### config.mk
export PLATFORM = sky130hd
export DESIGN_NAME = adc_rdport
export DESIGN_NICKNAME = d
export VERILOG_FILES = /design/src/rtl/adc_rdport_pkg.sv /design/src/rtl/adc_rdport_strobe.sv /design/src/rtl/adc_rdport_buffer.sv /design/src/rtl/adc_rdport_status.sv /design/src/rtl/adc_rdport_drive.sv /design/src/rtl/adc_rdport.sv
export SDC_FILE = /design/constraint.sdc
export NUM_CORES = 1
export LEC_CHECK = 0
export CORE_MARGIN = 8
export CORE_UTILIZATION = 45
export DETAILED_ROUTE_END_ITERATION = 10
export DONT_BUFFER_PORTS = 1
export HOLD_SLACK_MARGIN = 0.05
export SKIP_CTS_REPAIR_TIMING = 1
export SLEW_MARGIN = 20
export SYNTH_ARGS = -nofsm -noshare
export SYNTH_HDL_FRONTEND = slang
export SYNTH_HIERARCHICAL = 1
export SYNTH_SLANG_ARGS = --single-unit
### constraint.sdc
create_clock -name clk -period 2.16 [get_ports clk]
set_clock_uncertainty 0.05 [all_clocks]
set_input_delay 0.324 -clock clk [delete_from_list [all_inputs] [get_ports clk]]
set_output_delay 0.324 -clock clk [all_outputs]
set_load 0.05 [all_outputs]
### src/rtl/adc_rdport_pkg.sv
// Package: shared status bit positions and the half-pointer type.
// Assumes an 8-bit status byte.
package adc_rdport_pkg;
    localparam int ST_EOC  = 7;
    localparam int ST_EOT  = 6;
    localparam int ST_CONV = 5;
    localparam int ST_CAL  = 4;
    localparam int ST_RSV3 = 3;
    localparam int ST_PTR  = 2;
    localparam int ST_RSV1 = 1;
    localparam int ST_TRK  = 0;

    typedef enum logic {
        PTR_HIGH = 1'b0,
        PTR_LOW  = 1'b1
    } half_ptr_e;
endpackage

### src/rtl/adc_rdport_strobe.sv
// Module: read strobe tracker.
// Decodes an active read from chip-select and read, both active low.
// Remembers the register select and width of the current read, and flags
// the cycle in which the read ends.
// Assumes the strobes are synchronous to clk.
module adc_rdport_strobe (
    input  logic clk,
    input  logic rst_n,
    input  logic cs_n,
    input  logic rd_n,
    input  logic addr_sel,
    input  logic wide_mode,
    output logic rd_active,
    output logic rd_end,
    output logic end_is_data,
    output logic end_is_wide
);
    logic act_q;
    logic addr_q;
    logic wide_q;

    // Read is active while both strobes are low.
    always_comb begin
        rd_active = ~cs_n & ~rd_n;
    end

    // Remember the previous activity and the select/width seen during the read.
    always_ff @(posedge clk) begin
        if (!rst_n) begin
            act_q  <= 1'b0;
            addr_q <= 1'b0;
            wide_q <= 1'b0;
        end else begin
            act_q <= rd_active;
            if (rd_active) begin
                addr_q <= addr_sel;
                wide_q <= wide_mode;
            end
        end
    end

    // A read ends in the first cycle after it was active and no longer is.
    always_comb begin
        rd_end      = act_q & ~rd_active;
        end_is_data = addr_q;
        end_is_wide = wide_q;
    end
endmodule

### src/rtl/adc_rdport_buffer.sv
// Module: sample holding buffer with a deferred load.
// Copies a finished sample into the held register unless a read is active.
// A sample that arrives during a read is parked, and a newer one replaces
// it; the parked sample is loaded in the first cycle with no read.
module adc_rdport_buffer #(
    parameter int RES_W = 14
) (
    input  logic             clk,
    input  logic             rst_n,
    input  logic             conv_done,
    input  logic [RES_W-1:0] conv_result,
    input  logic             rd_active,
    output logic [RES_W-1:0] held_q,
    output logic             load
);
    logic             park_v;
    logic [RES_W-1:0] park_d;
    logic [RES_W-1:0] next_d;

    // Choose the newest candidate and decide whether it may be loaded now.
    always_comb begin
        next_d = conv_done ? conv_result : park_d;
        load   = (conv_done | park_v) & ~rd_active;
    end

    // Load the held sample, or park an incoming sample while a read is active.
    always_ff @(posedge clk) begin
        if (!rst_n) begin
            held_q <= '0;
            park_v <= 1'b0;
            park_d <= '0;
        end else if (load) begin
            held_q <= next_d;
            park_v <= 1'b0;
        end else if (conv_done) begin
            park_v <= 1'b1;
            park_d <= conv_result;
        end
    end

    AST_HOLD_DURING_READ: assert property (@(posedge clk) disable iff (!rst_n)
        rd_active |=> $stable(held_q));
    AST_PARK_ON_BUSY: assert property (@(posedge clk) disable iff (!rst_n)
        (conv_done && rd_active) |=> (park_v && park_d == $past(conv_result)));
endmodule

### src/rtl/adc_rdport_status.sv
// Module: end-of-conversion flag and half pointer.
// A load clears the flag to 0 and resets the pointer to the high half;
// a load takes priority over a read end in the same cycle.
// The end of any read sets the flag back to 1.
// The end of a narrow data read toggles the pointer.
module adc_rdport_status
    import adc_rdport_pkg::*;
(
    input  logic      clk,
    input  logic      rst_n,
    input  logic      load,
    input  logic      rd_end,
    input  logic      end_is_data,
    input  logic      end_is_wide,
    output logic      eoc_n,
    output half_ptr_e ptr
);
    logic narrow_end;

    // A narrow data read has just finished.
    always_comb begin
        narrow_end = rd_end & end_is_data & ~end_is_wide;
    end

    // Update the flag and the pointer on a load or at the end of a read.
    always_ff @(posedge clk) begin
        if (!rst_n) begin
            eoc_n <= 1'b1;
            ptr   <= PTR_HIGH;
        end else if (load) begin
            eoc_n <= 1'b0;
            ptr   <= PTR_HIGH;
        end else begin
            if (rd_end) begin
                eoc_n <= 1'b1;
            end
            if (narrow_end) begin
                ptr <= (ptr == PTR_HIGH) ? PTR_LOW : PTR_HIGH;
            end
        end
    end

    AST_LOAD_DROPS_EOC: assert property (@(posedge clk) disable iff (!rst_n)
        load |=> !eoc_n);
    AST_READ_RAISES_EOC: assert property (@(posedge clk) disable iff (!rst_n)
        (rd_end && !load) |=> eoc_n);
    AST_LOAD_PTR_HIGH: assert property (@(posedge clk) disable iff (!rst_n)
        load |=> (ptr == PTR_HIGH));
    AST_PTR_QUIET: assert property (@(posedge clk) disable iff (!rst_n)
        (!load && !(rd_end && end_is_data && !end_is_wide)) |=> $stable(ptr));
endmodule

### src/rtl/adc_rdport_drive.sv
// Module: pin value and enable generator.
// Combinational. Builds the status byte and the wide and narrow data
// formats, and enables only the pins that belong to the current read.
// Assumes BYTE_W < RES_W <= BUS_W and RES_W <= 2*BYTE_W.
module adc_rdport_drive
    import adc_rdport_pkg::*;
#(
    parameter int RES_W  = 14,
    parameter int BUS_W  = 16,
    parameter int BYTE_W = 8
) (
    input  logic             rd_active,
    input  logic             addr_sel,
    input  logic             wide_mode,
    input  logic [RES_W-1:0] held,
    input  logic             eoc_n,
    input  half_ptr_e        ptr,
    input  logic             trk_active,
    input  logic             conv_active,
    input  logic             cal_active,
    input  logic             acq_settled,
    output logic [BUS_W-1:0] data_out,
    output logic [BUS_W-1:0] data_en
);
    localparam int LO_BITS  = RES_W - BYTE_W;
    localparam int LO_PAD   = BYTE_W - LO_BITS;
    localparam int WIDE_PAD = BUS_W - RES_W;
    localparam logic [BUS_W-1:0] EN_BYTE = {{(BUS_W-BYTE_W){1'b0}}, {BYTE_W{1'b1}}};

    logic [BYTE_W-1:0] status_byte;
    logic [BYTE_W-1:0] hi_half;
    logic [BYTE_W-1:0] lo_half;
    logic [BUS_W-1:0]  wide_word;

    // Top half of the sample, MSB first.
    assign hi_half = held[RES_W-1 -: BYTE_W];

    // Low half of the sample, left-aligned with trailing zeros when needed.
    if (LO_PAD > 0) begin : g_lo_pad
        assign lo_half = {held[LO_BITS-1:0], {LO_PAD{1'b0}}};
    end else begin : g_lo_full
        assign lo_half = held[LO_BITS-1:0];
    end

    // Wide word, left-aligned on the bus with zeros below.
    if (WIDE_PAD > 0) begin : g_wide_pad
        assign wide_word = {held, {WIDE_PAD{1'b0}}};
    end else begin : g_wide_full
        assign wide_word = held;
    end

    // Assemble the status byte from the flags and the phase inputs.
    always_comb begin
        status_byte          = '0;
        status_byte[ST_EOC]  = eoc_n;
        status_byte[ST_EOT]  = ~acq_settled;
        status_byte[ST_CONV] = conv_active;
        status_byte[ST_CAL]  = cal_active;
        status_byte[ST_RSV3] = 1'b0;
        status_byte[ST_PTR]  = (ptr == PTR_LOW);
        status_byte[ST_RSV1] = 1'b0;
        status_byte[ST_TRK]  = trk_active;
    end

    // Select the pin values and enables for the current read.
    always_comb begin
        data_out = '0;
        data_en  = '0;
        if (rd_active) begin
            if (!addr_sel) begin
                data_out[BYTE_W-1:0] = status_byte;
                data_en              = EN_BYTE;
            end else if (wide_mode) begin
                data_out = wide_word;
                data_en  = '1;
            end else begin
                data_out[BYTE_W-1:0] = (ptr == PTR_HIGH) ? hi_half : lo_half;
                data_en              = EN_BYTE;
            end
        end
    end
endmodule

### src/rtl/adc_rdport.sv
// Module: ADC result read port (top).
// Joins the strobe tracker, the holding buffer, the flag/pointer logic
// and the pin driver. Pins are modelled as value plus per-bit enable.
// Assumes all inputs are synchronous to clk.
module adc_rdport
    import adc_rdport_pkg::*;
#(
    parameter int RES_W  = 14,
    parameter int BUS_W  = 16,
    parameter int BYTE_W = 8
) (
    input  logic             clk,
    input  logic             rst_n,
    input  logic             conv_done,
    input  logic [RES_W-1:0] conv_result,
    input  logic             trk_active,
    input  logic             conv_active,
    input  logic             cal_active,
    input  logic             acq_settled,
    input  logic             cs_n,
    input  logic             rd_n,
    input  logic             addr_sel,
    input  logic             wide_mode,
    output logic [BUS_W-1:0] data_out,
    output logic [BUS_W-1:0] data_en
);
    logic             rd_active;
    logic             rd_end;
    logic             end_is_data;
    logic             end_is_wide;
    logic [RES_W-1:0] held;
    logic             load;
    logic             eoc_n;
    half_ptr_e        ptr;

    adc_rdport_strobe u_strobe (
        .clk         (clk),
        .rst_n       (rst_n),
        .cs_n        (cs_n),
        .rd_n        (rd_n),
        .addr_sel    (addr_sel),
        .wide_mode   (wide_mode),
        .rd_active   (rd_active),
        .rd_end      (rd_end),
        .end_is_data (end_is_data),
        .end_is_wide (end_is_wide)
    );

    adc_rdport_buffer #(.RES_W(RES_W)) u_buffer (
        .clk         (clk),
        .rst_n       (rst_n),
        .conv_done   (conv_done),
        .conv_result (conv_result),
        .rd_active   (rd_active),
        .held_q      (held),
        .load        (load)
    );

    adc_rdport_status u_status (
        .clk         (clk),
        .rst_n       (rst_n),
        .load        (load),
        .rd_end      (rd_end),
        .end_is_data (end_is_data),
        .end_is_wide (end_is_wide),
        .eoc_n       (eoc_n),
        .ptr         (ptr)
    );

    adc_rdport_drive #(.RES_W(RES_W), .BUS_W(BUS_W), .BYTE_W(BYTE_W)) u_drive (
        .rd_active   (rd_active),
        .addr_sel    (addr_sel),
        .wide_mode   (wide_mode),
        .held        (held),
        .eoc_n       (eoc_n),
        .ptr         (ptr),
        .trk_active  (trk_active),
        .conv_active (conv_active),
        .cal_active  (cal_active),
        .acq_settled (acq_settled),
        .data_out    (data_out),
        .data_en     (data_en)
    );

    AST_HIZ_WHEN_IDLE: assert property (@(posedge clk) disable iff (!rst_n)
        (cs_n || rd_n) |-> (data_en == '0));
    AST_STATUS_LOW_BYTE: assert property (@(posedge clk) disable iff (!rst_n)
        (!cs_n && !rd_n && !addr_sel) |-> (data_en[BUS_W-1:BYTE_W] == '0
            && data_out[ST_RSV3] == 1'b0 && data_out[ST_RSV1] == 1'b0));
endmodule

==> reports/metrics.cfg, run 1 <==
[min_path]
hold_class = in2reg
holdPathStages = 1

[yosys]
syn_nets = 235
syn_inst = 210
synth.avg_cell_area_sq_um = 8.54
syn-cell-area_sq_um = 1790
yosysSeqAreaShare = 0.379
yosysWarnings = 6
synth_seq_cells = 34
yosysUniqueCellTypes = 29

[clock_tree]
clock_path_buffers = 2
cts_tree = built
cts_max_level = 2
clock_latency_ns = 0.28
cts_buffers = 5
cts.clk_slew.worst_paths_ns = 0.06
root_buffer = clkbuf_8
cts.sinks = 34

[timing]
slew_headroom = 0.637
tns_ns = 0
setup_viol = 0
tightest_slew_ns = 0.549
fin_crit_ns = 1.80
timing.final.crit_share = 0.833
max_freq_ghz = 0.556
maxSlewViolCount = 0
hold_viol = 0
rsz0062_at_grt = false

[floorplanning]
core-area_sq_um = 3910
initial_core_util = 0.458
fp.dieArea_sq_um = 6260
die_w_um = 79.1
die_h_um = 79.1
io_pins = 57
rows = 23

[final_layout]
final_cell_mix = nand2_1, dfxtp_1, mux2i_1, o211ai_1, a21boi_0
final_util = 0.496
fin_nets = 231
diodes = 0
final_common_cell = nand2_1
syn_to_final_growth_pct = 8.30
drive_gt1_frac = 0.180
fillers = 385

[global_routing]
track_usage = 0.128
grt_pass1_wl_um = 6420
grt.overflow.total = 0
grt_max_degree = 39
grt_antenna_before_repair = 0
grt_pass1_vias = 1330

[setup_path]
cp_slowest_cell = dfxtp_1
timing.rr.end = u_status/ptr
r2r-start = u_buffer/park_v
worstPathArrival_ns = 1.43
cp_max_fo = 6
cp_slowest_stage_delay_ns = 0.43
crit_type = reg2out
crit_start = u_status/ptr
worst_ep_required_time_ns = 1.79
endpoint = data_out[4]
start_kind = flip-flop
crit_path_end_kind = primary output
cp_cell_sequence = or2_1 > nand2_1 > a31oi_1 > buf_4
r2r.worst_path.cells = 4
rrSetupSlack_ns = 0.79

[run_status]
status = finished clean

[route]
wirelength_um = 4070
wl_per_cell_um = 15.9
viasPerCell = 5.55
drt-initial-drc-count = 66
drc = 0
vias = 1420
antenna_left = 0
dr.pass1.iters = 4

[place]
port_buffers = 0
dp_hpwl_um = 3090
place.gp.congestion = 0.835

[power]
power_density_nw_per_um2 = 658
vdd_drop_max_mv = 0.413
p_leak_uw = 0.000720

[run]
cap_violations = 0

-- through the flow --
| stage | worst slack, ns | hold slack (ns) | total power [uW] | cells | instance area [sq um] |
|---|---|---|---|---|---|
| 3_5_place_dp | 0.570 | 0.367 | 867 | 249 | 1870 |
| 2_1_floorplan | 0.222 | 0.350 | 860 | 210 | 1790 |
| 4_1_cts | 0.339 | 0.0732 | 1290 | 256 | 1940 |
| 6_report | 0.361 | 0.0823 | 1280 | 256 | 1940 |
| 5_1_grt | 0.261 | 0.0641 | 1340 | 256 | 1940 |
| 3_3_place_gp | 0.596 | 0.356 | 862 | 249 | 1870 |
-- cell type report --
class                      instances  area [sq um]  share of cell area
clock buffer                       7          76.3              0.0393
inverter                           2          7.51             0.00386
multi-input combinational        146           926               0.476
sequential                        34           681               0.350
tap                               50          62.6              0.0322
timing repair buffer              17           190              0.0979
-- registers in the layout, summed over array words and instances (netlist names) --
| register | count |
|---|---|
| u_status/ptr | 1 |
| u_strobe/end_is_wide | 1 |
| u_strobe/act_q | 1 |
| u_buffer/park_d | 14 |
| u_buffer/park_v | 1 |
| u_strobe/end_is_data | 1 |
| u_buffer/held_q | 14 |
| u_status/eoc_n | 1 |
-- routing by layer --
| layer | global-route usage | vias up | part of all wire |
|---|---|---|---|
| met4 | 0.0407 | 0 | 0.0093 |
| met5 | 0 | - | 0 |
| met3 | 0.0666 | 4 | 0.10 |
| met1 | 0.150 | 654 | 0.45 |
| li1 | - | 703 | - |
| met2 | 0.197 | 59 | 0.44 |
-- where the power goes --
part	total [uW]	internal, uW	switching, uW
clock network	426	221	204
logic	184	60.1	124
registers	668	653	15.1
total	1280	935	343
-- worst min-delay path by stage --
stage | endpoint | from | slack (ns)
after floorplan | u_status/eoc_n | rst_n | 0.35
after global placement | u_status/eoc_n | rst_n | 0.36
after detailed placement | u_status/eoc_n | rst_n | 0.37
after CTS | u_status/eoc_n | rst_n | 0.07
after global routing | u_status/eoc_n | rst_n | 0.06
final | u_status/eoc_n | rst_n | 0.08
-- cells by family after synthesis --
| family | Yosys count | share of synthesized area |
|---|---|---|
| flops | 34 | 0.379 |
| simple gates | 73 | 0.196 |
| compound gates | 56 | 0.222 |
| mux | 17 | 0.0948 |
| buf+inv | 30 | 0.107 |
-- Yosys cell counts (all sizes together) --
| master | count | area, sq um |
|---|---|---|
| nand2 | 47 | 176 |
| or2 | 1 | 6.26 |
| o211ai | 14 | 105 |
| nor4bb | 1 | 10.0 |
| nand3b | 2 | 15.0 |
| nand3 | 1 | 5.00 |
| buf | 25 | 174 |
| mux2i | 17 | 170 |
| a31oi | 5 | 31.3 |
| nor2 | 7 | 43.8 |
| inv | 2 | 7.51 |
| and3 | 1 | 6.26 |
| and2 | 10 | 62.6 |
| a21boi | 16 | 120 |
| or3b | 2 | 20.0 |
| dfxtp | 34 | 681 |
| a21oi | 1 | 5.00 |
| nor2b | 1 | 6.26 |
| o21ai | 20 | 138 |
| clkbuf | 3 | 11.3 |
-- critical path, delay by kind of cell (launching register included) --
family	cells	cell delay, ns
flops	1	0.43
compound gates	1	0.20
buf+inv	1	0.23
simple gates	2	0.28
Note: power is estimated with default switching activity, not from simulation.
==> run 2, diff against run 1 <==
==> constraint.sdc (replaced) <==
create_clock -name clk -period 1.5 [get_ports clk]
set_clock_uncertainty 0.05 [all_clocks]
set_input_delay 0.225 -clock clk [delete_from_list [all_inputs] [get_ports clk]]
set_output_delay 0.225 -clock clk [all_outputs]
set_load 0.05 [all_outputs]
==> run 2 against run 1 <==
  * The run now ends with negative setup slack left
  * Non-clock buffer count is 6 higher
  * Count of clock-buffer cells in the layout is 1 lower
  * Flip-flop and latch count stayed put
  * Design area is 14% higher
  * Register-to-register slack worse by 0.54 ns
  * Final cell count is 2.0% higher
  * Worst setup slack worse by 0.53 ns
  * First-iteration DRC count is 30% lower
  * Via count is 0.99% lower
  * Clock power is 50% higher
  * Die area stayed put
  * Global-route usage is 0.23 points higher
  * Largest power group unchanged
==> reports/metrics.cfg, run 2 (same netlist as run 1, synthesis figures left out) <==
[power]
power_density_nw_per_um2 = 871  ; +32%
total_power_uw = 1930  ; +51%
pwr-share-clk = 0.331  ; -0.002
vdd_drop_max_mv = 0.723  ; +75%
p_switching_uw = 509  ; +48%
p_leak_uw = 0.000785  ; +8.9%
switching_share = 0.264  ; -0.00474
intPower_uw = 1420  ; +52%
seq_power_share = 0.499  ; -0.024
power_frac_comb = 0.170  ; +0.026

[place]
port_buffers = 0  ; unchanged
place.gp.congestion = 0.866  ; +3.6%
postPlaceCellArea_sq_um = 1980  ; +6.0%
dp_hpwl_um = 3130  ; +1.4%

[floorplanning]
fp.dieArea_sq_um = 6260  ; unchanged
core-area_sq_um = 3910  ; unchanged
io_pins = 57  ; unchanged
rows = 23  ; unchanged
die_h_um = 79.1  ; unchanged
die_w_um = 79.1  ; unchanged
initial_core_util = 0.458  ; unchanged

[timing]
maxSlewViolCount = 0  ; unchanged
max_freq_ghz = 0.599
timing.final.crit_share = 1.11
fin_crit_ns = 1.67
rsz0062_at_grt = true
hold_viol = 0  ; unchanged
slew_headroom = 0.692  ; +0.0556
timing.final.ws_setup_ns = -0.168  ; -0.529 ns
tightest_slew_ns = 0.460  ; -0.0895 ns
setup_viol = 7  ; +7

[setup_path]
r2r-start = u_buffer/park_v
start_kind = flip-flop
worst_ep_required_time_ns = 1.22  ; -0.57 ns
rrSetupSlack_ns = 0.25  ; -0.54 ns
timing.rr.end = u_buffer/held_q[7]
worstPathArrival_ns = 1.39  ; -0.04 ns
cp_slowest_stage_delay_ns = 0.37  ; -0.06 ns
crit_start = u_status/ptr
crit_type = reg2out
cp_cell_sequence = nor4bb_4 > a31oi_2 > a21boi_2 > buf_12
endpoint = data_out[2]
cp_max_fo = 6  ; unchanged
crit_path_end_kind = primary output
r2r.worst_path.cells = 3  ; -1
cp_slowest_cell = dfxtp_4

[final_layout]
drive_gt1_frac = 0.299  ; +0.119
fin_area_sq_um = 2220  ; +14%
diodes = 0  ; unchanged
final_common_cell = nand2_1
syn_to_final_growth_pct = 23.5
reg_top3 = u_buffer/held_q (14), u_buffer/park_d (14)
fin_nets = 237  ; +2.6%
final_cell_mix = nand2_1, dfxtp_1, mux2i_1, o211ai_1, a21boi_0

[global_routing]
grt_antenna_before_repair = 0  ; unchanged
grt_max_degree = 39  ; unchanged
grt_pass1_vias = 1402  ; +5.4%
grt.overflow.total = 0  ; unchanged
track_usage = 0.130  ; +0.00232
grt_pass1_wl_um = 6500  ; +1.2%

[run_status]
status = finished, violations left
violations = negative setup slack

[route]
vias = 1406  ; -0.99%
drc = 0  ; unchanged
antenna_left = 0  ; unchanged
dr.pass1.iters = 4  ; unchanged
wirelength_um = 4250  ; +4.4%
viasPerCell = 5.39  ; -2.9%
drt-initial-drc-count = 46  ; -30%
wl_per_cell_um = 16.3  ; +2.4%

[clock_tree]
clock_latency_ns = 0.27  ; about the same
root_buffer = clkbuf_8
cts.sinks = 34  ; unchanged
cts_tree = built
clock_path_buffers = 2  ; unchanged
cts_max_level = 2  ; unchanged
cts_buffers = 5  ; unchanged
cts.clk_slew.worst_paths_ns = 0.06  ; about the same

[run]
cap_violations = 0  ; unchanged

[min_path]
hold_class = in2reg

[run 2: how the worst min path moves through the flow]
stage,start,slack (ns),depth (start not counted),end
3_3_place_gp,rst_n,0.26,1,u_status/eoc_n
2_1_floorplan,rst_n,0.25,1,u_status/eoc_n
4_1_cts,rst_n,-0.02,1,u_status/eoc_n
3_5_place_dp,rst_n,0.27,1,u_status/eoc_n
5_1_grt,wide_mode,0.05,2,u_strobe/end_is_wide
6_report,conv_result[7],0.04,2,u_buffer/park_d[7]
[run 2: routing by layer]
| layer | share of wire | up-vias | global-route usage |
|---|---|---|---|
| met4 | 0.0080 | 0 | 0.0519 |
| met2 | 0.47 | 46 | 0.211 |
| li1 | - | 708 | - |
| met3 | 0.085 | 4 | 0.0677 |
| met5 | 0 | - | 0 |
| met1 | 0.43 | 648 | 0.140 |
[run 2: cell type report]
cell class | instances | area (sq um)
sequential | 34 | 686
inverter | 2 | 7.51
clock buffer | 6 | 82.6
timing repair buffer | 23 | 323
tap | 50 | 62.6
fill | 372 | 1700
multi-input combinational | 146 | 1050
[run 2: per-stage QoR]
| step | worst slack, ns | std cells | utilization | hold slack [ns] | setup TNS, ns |
|---|---|---|---|---|---|
| detailed placement | 0.133 | 248 | 0.506 | 0.269 | 0 |
| floorplan | -0.0306 | 210 | - | 0.251 | -0.203 |
| CTS | -0.177 | 254 | 0.527 | -0.0233 | -1.15 |
| global route | -0.247 | 261 | 0.566 | 0.0503 | -1.09 |
| global placement | 0.160 | 248 | 0.506 | 0.261 | 0 |
| finish | -0.168 | 261 | 0.566 | 0.0389 | -0.540 |
[run 2: power groups by stage]
stage	logic [uW]	registers (uW)	clock network (uW)
finish	328	963	639
global route	352	967	704
CTS	295	963	662
detailed placement	295	983	0
global placement	289	981	0
floorplan	272	975	0
[run 2: worst max-delay path: cells and delay by family (launching register included)]
kind | cells | cell delay [ns]
DFF | 1 | 0.37
AOI/OAI and AO/OA | 2 | 0.27
buffers and inverters | 1 | 0.16
and+or+nand+nor | 1 | 0.31
==> run 3, diff against run 2 <==
--- a/config.mk
+++ b/config.mk
@@ -10,6 +10,7 @@
 export DETAILED_ROUTE_END_ITERATION = 10
 export DONT_BUFFER_PORTS = 1
 export HOLD_SLACK_MARGIN = 0.05
+export SETUP_SLACK_MARGIN = 0.05
 export SKIP_CTS_REPAIR_TIMING = 1
 export SLEW_MARGIN = 20
 export SYNTH_ARGS = -nofsm -noshare
==> run 3 against run 2 <==
  * The run still ends with negative setup slack left
  * Sequential power is essentially flat
  * Non-clock buffer count increased by 13
  * Worst setup slack improved by 0.052 ns
  * Highest routed layer unchanged
  * Largest cell class unchanged
  * Final cell count rose by 5.7%
  * Via count rose by 4.1%
  * Hold slack better by 0.0022 ns
  * First-iteration DRC count decreased by 8.7%
  * Critical endpoint unchanged
==> reports/metrics.cfg, run 3 (same netlist as run 1, synthesis figures left out) <==
[run_status]
status = finished, violations left
violations = negative setup slack

[timing]
whs_ns = 0.0410  ; +0.00216 ns
slew_headroom = 0.598  ; -0.0944
rsz0062_at_grt = true
max_freq_ghz = 0.619  ; +3.2%
timing.final.crit_share = 1.08  ; -0.0344
timing.final.ws_setup_ns = -0.116  ; +0.0517 ns
fin_crit_ns = 1.62  ; -0.0517 ns
setup_viol = 8  ; +1
tightest_slew_ns = 0.601  ; +0.141 ns
maxSlewViolCount = 0  ; unchanged
hold_viol = 0  ; unchanged

[global_routing]
grt.overflow.total = 0  ; unchanged
grt_max_degree = 39  ; unchanged
track_usage = 0.136  ; +0.00517
grt_pass1_wl_um = 6810  ; +4.8%
grt_pass1_vias = 1390  ; -0.86%
grt_antenna_before_repair = 0  ; unchanged

[clock_tree]
root_buffer = clkbuf_8
clock_latency_ns = 0.28  ; about the same
cts_tree = built
cts.sinks = 34  ; unchanged
cts_buffers = 5  ; unchanged
cts.clk_slew.worst_paths_ns = 0.07  ; about the same
cts_max_level = 2  ; unchanged
clock_path_buffers = 2  ; unchanged

[min_path]
min-delay-start = conv_result[0]
hold_class = in2reg
holdPathStages = 2  ; unchanged
hold_end = u_buffer/park_d[0]

[final_layout]
final_common_cell = nand2_1
final_util = 0.628  ; +0.0617
fin_area_sq_um = 2460  ; +11%
fin_cells = 276  ; +5.7%
final_cell_mix = nand2_1, dfxtp_1, mux2i_1, buf_12
diodes = 0  ; unchanged
reg_top3 = u_buffer/held_q (14), u_buffer/park_d (14)
syn_to_final_growth_pct = 37.0
drive_gt1_frac = 0.332  ; +0.0333
fillers = 335  ; -9.9%
fin_nets = 250  ; +5.5%

[setup_path]
rrSetupSlack_ns = 0.23  ; -0.02 ns
r2r.worst_path.cells = 3  ; unchanged
start_kind = flip-flop
worst-path-buf-inv = 1  ; unchanged
crit_path_end_kind = primary output
cp_slowest_cell = dfxtp_4
r2r-start = u_buffer/park_v
worst_ep_required_time_ns = 1.22  ; about the same
cp_cell_sequence = nor4bb_4 > a31oi_2 > a21boi_2 > buf_12
crit_family = flip-flops
crit_type = reg2out
timing.rr.end = u_buffer/held_q[9]
cp_slowest_stage_delay_ns = 0.37  ; about the same
cp_max_fo = 6  ; unchanged
worstPathArrival_ns = 1.34  ; -0.05 ns

[route]
dr.pass1.iters = 5  ; +1
wirelength_um = 4370  ; +2.8%
drc = 0  ; unchanged
viasPerCell = 5.30  ; -1.5%
drt-initial-drc-count = 42  ; -8.7%
wl_per_cell_um = 15.8  ; -2.8%
antenna_left = 0  ; unchanged
vias = 1464  ; +4.1%

[power]
pwr-share-clk = 0.370  ; +0.039
intPower_uw = 1550  ; +9.0%
power_frac_comb = 0.169  ; about the same
p_leak_uw = 0.000886  ; +13%
switching_share = 0.259  ; -0.00457
seq_power_share = 0.461  ; -0.038
total_power_uw = 2090  ; +8.3%
power_density_nw_per_um2 = 850  ; -2.4%
vdd_drop_max_mv = 0.680  ; -5.9%
p_switching_uw = 541  ; +6.4%

[floorplanning]
io_pins = 57  ; unchanged
die_h_um = 79.1  ; unchanged
initial_core_util = 0.458  ; unchanged
fp.dieArea_sq_um = 6260  ; unchanged
die_w_um = 79.1  ; unchanged
core-area_sq_um = 3910  ; unchanged
rows = 23  ; unchanged

[place]
postPlaceCellArea_sq_um = 2110  ; +6.4%
place.gp.congestion = 0.831  ; -4.1%
dp_hpwl_um = 3220  ; +2.7%
dp_cells = 253  ; +2.0%
port_buffers = 0  ; unchanged

[run]
cap_violations = 0  ; unchanged

==> run 3: cell count changes in the layout (fill, tap and decap cells not counted), sizes merged <==
cell / delta
dlygate4sd3: +7
buf: +6
clkbuf: +2
==> run 3: final cells by class <==
| type | instances | area [sq um] | area share |
|---|---|---|---|
| clock buffers | 8 | 110 | 0.0448 |
| inverters | 2 | 7.51 | 0.00305 |
| multi-input cells | 146 | 1070 | 0.434 |
| flip-flops and latches | 34 | 686 | 0.279 |
| well taps | 50 | 62.6 | 0.0255 |
| repair buffers | 36 | 526 | 0.214 |
==> run 3: metrics by stage <==
stage	worst slack, ns	setup TNS (ns)
3_5_place_dp	0.0545	0
6_report	-0.116	-0.588
3_3_place_gp	0.150	0
5_1_grt	-0.211	-1.16
4_1_cts	-0.184	-1.15
2_1_floorplan	-0.0183	-0.169
==> run 3: per-layer routing <==
metal  vias up  track usage  part of all wire
met5         -            0                 0
met4         0       0.0574            0.0073
met3         4       0.0609             0.070
met2        44        0.221              0.48
met1       672        0.149              0.44
li1        744            -                 -
==> run 3: power groups by stage <==
| stage | registers, uW | clock network (uW) | logic [uW] |
|---|---|---|---|
| 3_5_place_dp | 984 | 0 | 300 |
| 4_1_cts | 963 | 797 | 300 |
| 2_1_floorplan | 975 | 0 | 278 |
| 5_1_grt | 967 | 848 | 378 |
| 3_3_place_gp | 982 | 0 | 294 |
| 6_report | 963 | 773 | 353 |
==> run 3: how the worst max path moves through the flow <==
stage               cells past startpoint    startpoint                  end  slack [ns]
detailed placement                      5          cs_n  u_buffer/park_d[13]        0.05
finish                                  4  u_status/ptr          data_out[2]       -0.12
floorplan                               4          cs_n         data_out[11]       -0.02
global placement                        3          cs_n          data_en[12]        0.15
global route                            4  u_status/ptr          data_out[2]       -0.21
CTS                                     4  u_status/ptr          data_out[6]       -0.18
